--- src/rtl/intc_pkg.sv ---
package intc_pkg;
   typedef enum logic {
      REG_VEC  = 1'b0,
      REG_MASK = 1'b1
   } intc_reg_e;

   localparam int unsigned VEC_SHIFT = 2;
endpackage

--- src/rtl/intc_src_cap.sv ---
module intc_src_cap #(
   parameter int unsigned NUM_SRC = 16
) (
   input  logic               clk,
   input  logic               rst_n,
   input  logic [NUM_SRC-1:0] lines,
   output logic [NUM_SRC-1:0] src_q
);
   for (genvar g = 0; g < NUM_SRC; g++) begin : g_bit
      always_ff @(posedge clk or negedge rst_n) begin
         if (!rst_n) src_q[g] <= 1'b0;
         else        src_q[g] <= lines[g];
      end
   end

   p_src_track_r1: assert property (@(posedge clk) disable iff (!rst_n)
      1'b1 |=> src_q == $past(lines));
endmodule

--- src/rtl/intc_mask_reg.sv ---
module intc_mask_reg #(
   parameter int unsigned           NUM_SRC  = 16,
   parameter logic [NUM_SRC-1:0]    MASK_RST = NUM_SRC'(16'h0010)
) (
   input  logic               clk,
   input  logic               rst_n,
   input  logic               load,
   input  logic [NUM_SRC-1:0] d,
   output logic [NUM_SRC-1:0] q
);
   always_ff @(posedge clk or negedge rst_n) begin
      if (!rst_n)    q <= MASK_RST;
      else if (load) q <= d;
   end

   p_mask_load_r6: assert property (@(posedge clk) disable iff (!rst_n)
      load |=> q == $past(d));
   p_mask_hold_r7: assert property (@(posedge clk) disable iff (!rst_n)
      !load |=> $stable(q));
endmodule

--- src/rtl/intc_lowest_enc.sv ---
module intc_lowest_enc #(
   parameter int unsigned NUM_SRC = 16,
   parameter int unsigned VEC_W   = 16
) (
   input  logic [NUM_SRC-1:0] pend,
   output logic [VEC_W-1:0]   vec,
   output logic               any
);
   import intc_pkg::*;

   always_comb begin
      vec = '0;
      for (int i = NUM_SRC - 1; i >= 0; i--) begin
         if (pend[i]) vec = VEC_W'((i + 1) << VEC_SHIFT);
      end
   end

   assign any = |pend;
endmodule

--- src/rtl/intc_local.sv ---
module intc_local #(
   parameter int unsigned        NUM_SRC  = 16,
   parameter int unsigned        DATA_W   = 16,
   parameter logic [NUM_SRC-1:0] MASK_RST = NUM_SRC'(16'h0010)
) (
   input  logic               clk,
   input  logic               rst_n,
   input  logic [NUM_SRC-1:0] irq_lines,
   input  logic               reg_addr,
   input  logic               reg_wr,
   input  logic [DATA_W-1:0]  reg_wdata,
   output logic [DATA_W-1:0]  reg_rdata,
   output logic               irq_out
);
   import intc_pkg::*;

   localparam int unsigned VEC_W = $clog2(NUM_SRC + 1) + VEC_SHIFT;

   if (NUM_SRC < 1 || NUM_SRC > DATA_W) begin : g_bad_src
      $error("NUM_SRC must lie in 1..DATA_W");
   end
   if (VEC_W > DATA_W) begin : g_bad_vec
      $error("DATA_W too narrow for encoded vector");
   end

   intc_reg_e           sel;
   logic [NUM_SRC-1:0]  src_q;
   logic [NUM_SRC-1:0]  mask_q;
   logic [NUM_SRC-1:0]  pending;
   logic [VEC_W-1:0]    vec_w;
   logic                any_w;
   logic                mask_load;
   logic [DATA_W-1:0]   mask_rd;
   logic [DATA_W-1:0]   vec_rd;

   assign sel       = intc_reg_e'(reg_addr);
   assign mask_load = reg_wr && (sel == REG_MASK);

   intc_src_cap #(.NUM_SRC(NUM_SRC)) i_src (
      .clk   (clk),
      .rst_n (rst_n),
      .lines (irq_lines),
      .src_q (src_q)
   );

   intc_mask_reg #(.NUM_SRC(NUM_SRC), .MASK_RST(MASK_RST)) i_mask (
      .clk   (clk),
      .rst_n (rst_n),
      .load  (mask_load),
      .d     (reg_wdata[NUM_SRC-1:0]),
      .q     (mask_q)
   );

   assign pending = src_q & mask_q;

   intc_lowest_enc #(.NUM_SRC(NUM_SRC), .VEC_W(VEC_W)) i_enc (
      .pend (pending),
      .vec  (vec_w),
      .any  (any_w)
   );

   if (NUM_SRC < DATA_W) begin : g_mask_ext
      assign mask_rd = {{(DATA_W-NUM_SRC){1'b0}}, mask_q};
   end else begin : g_mask_full
      assign mask_rd = mask_q;
   end

   if (VEC_W < DATA_W) begin : g_vec_ext
      assign vec_rd = {{(DATA_W-VEC_W){1'b0}}, vec_w};
   end else begin : g_vec_full
      assign vec_rd = vec_w;
   end

   assign reg_rdata = (sel == REG_MASK) ? mask_rd : vec_rd;
   assign irq_out   = any_w;

   // checker view of the encoded vector
   int                 chk_pos;
   logic [NUM_SRC-1:0] chk_below;
   always_comb begin
      chk_pos   = int'(vec_w >> VEC_SHIFT) - 1;
      chk_below = '0;
      for (int i = 0; i < NUM_SRC; i++) begin
         if (i < chk_pos) chk_below[i] = 1'b1;
      end
   end

   p_vec_zero_idle_r4: assert property (@(posedge clk) disable iff (!rst_n)
      (vec_w == '0) == !irq_out);
   p_vec_lowest_r3: assert property (@(posedge clk) disable iff (!rst_n)
      irq_out |-> (chk_pos >= 0 && chk_pos < NUM_SRC &&
                   pending[chk_pos] && (pending & chk_below) == '0));
   p_out_masked_r8: assert property (@(posedge clk) disable iff (!rst_n)
      (mask_q & src_q) == '0 |-> !irq_out);
endmodule

--- config.mk ---
export PLATFORM = sky130hd
export DESIGN_NAME = intc_local
export DESIGN_NICKNAME = d
export VERILOG_FILES = /design/src/rtl/intc_pkg.sv /design/src/rtl/intc_src_cap.sv /design/src/rtl/intc_mask_reg.sv /design/src/rtl/intc_lowest_enc.sv /design/src/rtl/intc_local.sv
export SDC_FILE = /design/constraint.sdc
export NUM_CORES = 1
export LEC_CHECK = 0
export ABC_AREA = 1
export BUFFER_PORTS_ARGS = -buffer_cell sky130_fd_sc_hd__buf_2
export CORE_MARGIN = 5
export CORE_UTILIZATION = 50
export DETAILED_ROUTE_END_ITERATION = 10
export GPL_TIMING_DRIVEN = 0
export PLACE_DENSITY = 0.76
export SKIP_LAST_GASP = 1
export SYNTH_ARGS = -nofsm -noshare
export SYNTH_HDL_FRONTEND = slang
export SYNTH_HIERARCHICAL = 1
export SYNTH_SLANG_ARGS = --single-unit
--- constraint.sdc ---
create_clock -name clk -period 4.4 [get_ports clk]
set_clock_uncertainty 0.1 [all_clocks]
set_input_delay 1.32 -clock clk [delete_from_list [all_inputs] [get_ports clk]]
set_output_delay 1.32 -clock clk [all_outputs]
set_load 0.01 [all_outputs]
# [After elaboration in Yosys (flattened, before gate mapping)]
# Cells that the tools add are included.
[classes] add_sub_neg=0 n_mul=0 div_mod_pow=0 magnitude_cmp=0 n_eq_ne=0 shifts=0 n_mux=17 n_bitwise=1 reduce_logical=2
[ops] op="$mux 7" n=16
[ops] op="$and 16x16->16" n=1
[ops] op="$mux 16" n=1
[ops] op="$reduce_or 16->1" n=1
[ops] op="$logic_and 1x1->1" n=1
[totals] regBits=32 latchBits=0 mem_bits_rw=0 rom_bits=0 output_inout_bits=17 memories=0

# [Depth between registers and ports, before layout]
[depth] depth_word=18 mapped_depth=19

# [Hierarchy]
# Netlist, hierarchy kept.
[modules_own_cells] mod="intc_mask_reg" n_inst=1 cells_per_inst=68 area_per_inst_um2=645.6
[modules_own_cells] mod="intc_src_cap" n_inst=1 cells_per_inst=16 area_per_inst_um2=400.4
[modules_own_cells] mod="intc_local" n_inst=1 cells_per_inst=76 area_per_inst_um2=304.0
[modules_own_cells] mod="intc_lowest_enc" n_inst=1 cells_per_inst=56 area_per_inst_um2=235.2

# [Least setup slack after synthesis]
# OpenSTA, ideal clock, no wires.
[synth_timing] kind="input port to output port" startpoint="in reg_addr" endpoint="out reg_rdata[11]" arrival_time_ns=1.669 setup_slack_ns=1.311 path_stages=4 path_cell_list="buf_6 > buf_8 > nand2_1 > inv_1"
[synth_via] elab_chain_cells=1
[synth_rtl] element="start, declared" line="intc_local.sv:9" rtl="input logic reg_addr,"
[synth_rtl] element="$mux 16" line="intc_local.sv:74" rtl="assign reg_rdata = (sel == REG_MASK) ? mask_rd : vec_rd;"
[synth_rtl] element="end, declared" line="intc_local.sv:12" rtl="output logic [DATA_W-1:0] reg_rdata,"
# No other way between the ends.

# [Worst setup path in the final report]
[layout_timing] startpoint="in reg_addr" endpoint="out reg_rdata[13]"
# Same word-level chain as after synthesis.

==> metrics.cfg <==
[route]
wl_per_cell_um=9.959
vias_per_cell=4.328
dr.pass1.iters=4
drcViolationCount=0
wirelength_mm=3.187
ant_nets=0
via_count=1385
drt_iter0_drc=78

[pwr]
power_frac_seq_pct=50.4
pwr-share-comb_pct=22.2
ir_drop_mv=0.2192
powerDensity_mw_per_mm2=341.4
p_leak_nw=1.295
sw_frac_of_total_pct=28.96
intPower_w=0.0004773
switchingPower_w=0.0001946
clock_power_share_pct=27.4

[worst_setup_path]
reg2reg_from=i_mask/q[4]
crit_start=reg_addr
endpoint_kind=output port
crit_type=in2out
required_ns=2.98
start_kind=input pin
rrSetupSlack_ns=3.59
cp.arrival_ns=1.81
path_max_fanout=10

[cells_and_area]
seq_area_um2=802.0
utilization_pct=64.47
fin_cells=320
nets=311
area_growth_pct=24.15
multiInputGateArea_um2=525.5
drive_gt1_share_pct=30.07
n_fill_cell=288
antenna_cells=0

[synth]
synth_seq_area_share_pct=50.59
ys_seq_elements=32
yosys.cell_types.count=19
syn_area_mm2=0.001585
yosysWarnings=6
avgSynthCellArea_um2=7.339
syn_inst=216

[timing]
min_period_ns=3.227
worstMarginPinSlew_ns=0.6923
clock.fmax_mhz=309.8
maxSlewViolCount=0
final_hold_viol_count=0
rsz0062_at_grt=false
final-setup-viol-count=0
post-route-period-util_pct=73.35
setup_slack_ns=1.173
setup_tns_ns=0
maxSlewHeadroom_pct=53.85

[clock_tree]
clock_sinks=32
clkTransAtPathRegs_ns=0.08
cts.repair.resized=0
h-tree-depth=2
clock_latency_ns=0.32
cts_made_buffers=5
cts-root-buf=clkbuf_4
cts_tree=yes
cts_buffer_depth=2
postCtsSetupBuffers=0
holdBufCountCts=0

[die]
die_h_um=66.31
initial_utilization_pct=51.93
io_pins=53
core_area_mm2=0.003053
dieWidth_um=66.31
fp.dieArea_mm2=0.004396
row_count=20

[place]
dp.cells=312
place.gp.congestion=0.7517
dpl.hpwl_mm=2.506
dpl_worst_slack_ns=1.170
portBuffers=51

[global_route]
antenna_found_initial=0
grt_max_degree=33
grt_pass1_vias=1351
grt_pass1_wl_mm=5.402
grt_overflow_total=0
grt_usage_pct=16.37

[min_path]
min_from=i_mask/q[4]
hp-class=reg2reg

[flow_run]
cap_viol_max_count=0

[outcome]
status=completed

-- cell type report --
type                            instances  share of cell area, %
Inverter                               46                  9.027
Tap cell                               44                  2.797
Timing Repair Buffer                   51                  12.97
Sequential cell                        32                  40.75
Multi-Input combinational cell        132                  26.70
Buffer                                  7                  4.259
Clock buffer                            8                  3.496
-- cells by family after synthesis --
kind of cell	synth area share [%]
DFF	50.59
buffers and inverters	16.50
other	0.2366
and+or+nand+nor	32.36
AOI/OAI and AO/OA	0.3154
-- synthesized netlist by cell type --
master,number,area [um^2]
buf_4,2,15.01
nor3_1,1,5.000
nor2_1,8,30.03
dfrtp_1,31,775.7
conb_1,1,3.750
nand2_1,106,397.9
buf_8,1,15.01
nand2_2,5,31.28
dfstp_2,1,26.28
nand4_1,1,6.260
inv_6,1,8.760
a21oi_1,1,5.000
nand3_1,6,30.03
inv_1,35,131.4
nor4_1,1,6.260
buf_6,3,33.78
inv_2,10,37.54
buf_12,1,20.02
nor2_2,1,6.260
-- stage by stage --
step | total power [W] | area (um^2) | hold WS [ns]
2_1_floorplan | 0.0004388 | 1589 | 0.3497
3_3_place_gp | 0.0004913 | 1899 | 0.3633
3_5_place_dp | 0.0004946 | 1899 | 0.3661
4_1_cts | 0.0006800 | 1968 | 0.3813
5_1_grt | 0.0007182 | 1968 | 0.4148
6_report | 0.0006719 | 1968 | 0.3782
-- routing by layer --
metal  track usage, %  routed length, um
met1            19.37               1361
met2            28.13               1576
met3            4.932                222
met4            5.330                 25
met5                0                  0
-- state kept, by name, summed over array words and instances, names as in the netlist --
signal,flops
i_mask/q,16
i_src/src_q,16
-- power groups by stage --
stage / Clock, W / Combinational [W] / Sequential [W]
floorplan: 0 / 0.0000994 / 0.000339
global placement: 0 / 0.000147 / 0.000344
detailed placement: 0 / 0.000151 / 0.000344
CTS: 0.000190 / 0.000151 / 0.000338
global route: 0.000201 / 0.000175 / 0.000342
finish: 0.000184 / 0.000149 / 0.000339
-- worst paths after layout --
check,depth (start not counted),to
min,2,i_mask/q[4]
max reg2reg,2,i_mask/q[4]
max,5,reg_rdata[13]
min reg2reg,2,i_mask/q[4]
min in group asynchronous,1,i_src/src_q[5]
max in group asynchronous,1,i_mask/q[12]
-- worst max-delay path, stage by stage --
cell and delay [ns]:
buf_6 0.12, buf_8 0.14, nand2_1 0.07, inv_1 0.04, buf_2 0.13
-- placed cells by master, fill, tap and decap left out --
master	instances
a21oi_1	1
buf_6	3
nand4_1	1
nor2_1	8
inv_1	35
clkbuf_1	1
clkbuf_8	2
inv_6	1
dfstp_2	1
inv_2	10
dfrtp_1	31
nor3_1	1
nor4_1	1
nand2_1	106
buf_8	1
buf_2	51
nand2_2	5
nand3_1	6
nor2_2	1
clkbuf_4	5
buf_12	1
conb_1	2
buf_4	2
(Power assumes the default switching activity.)
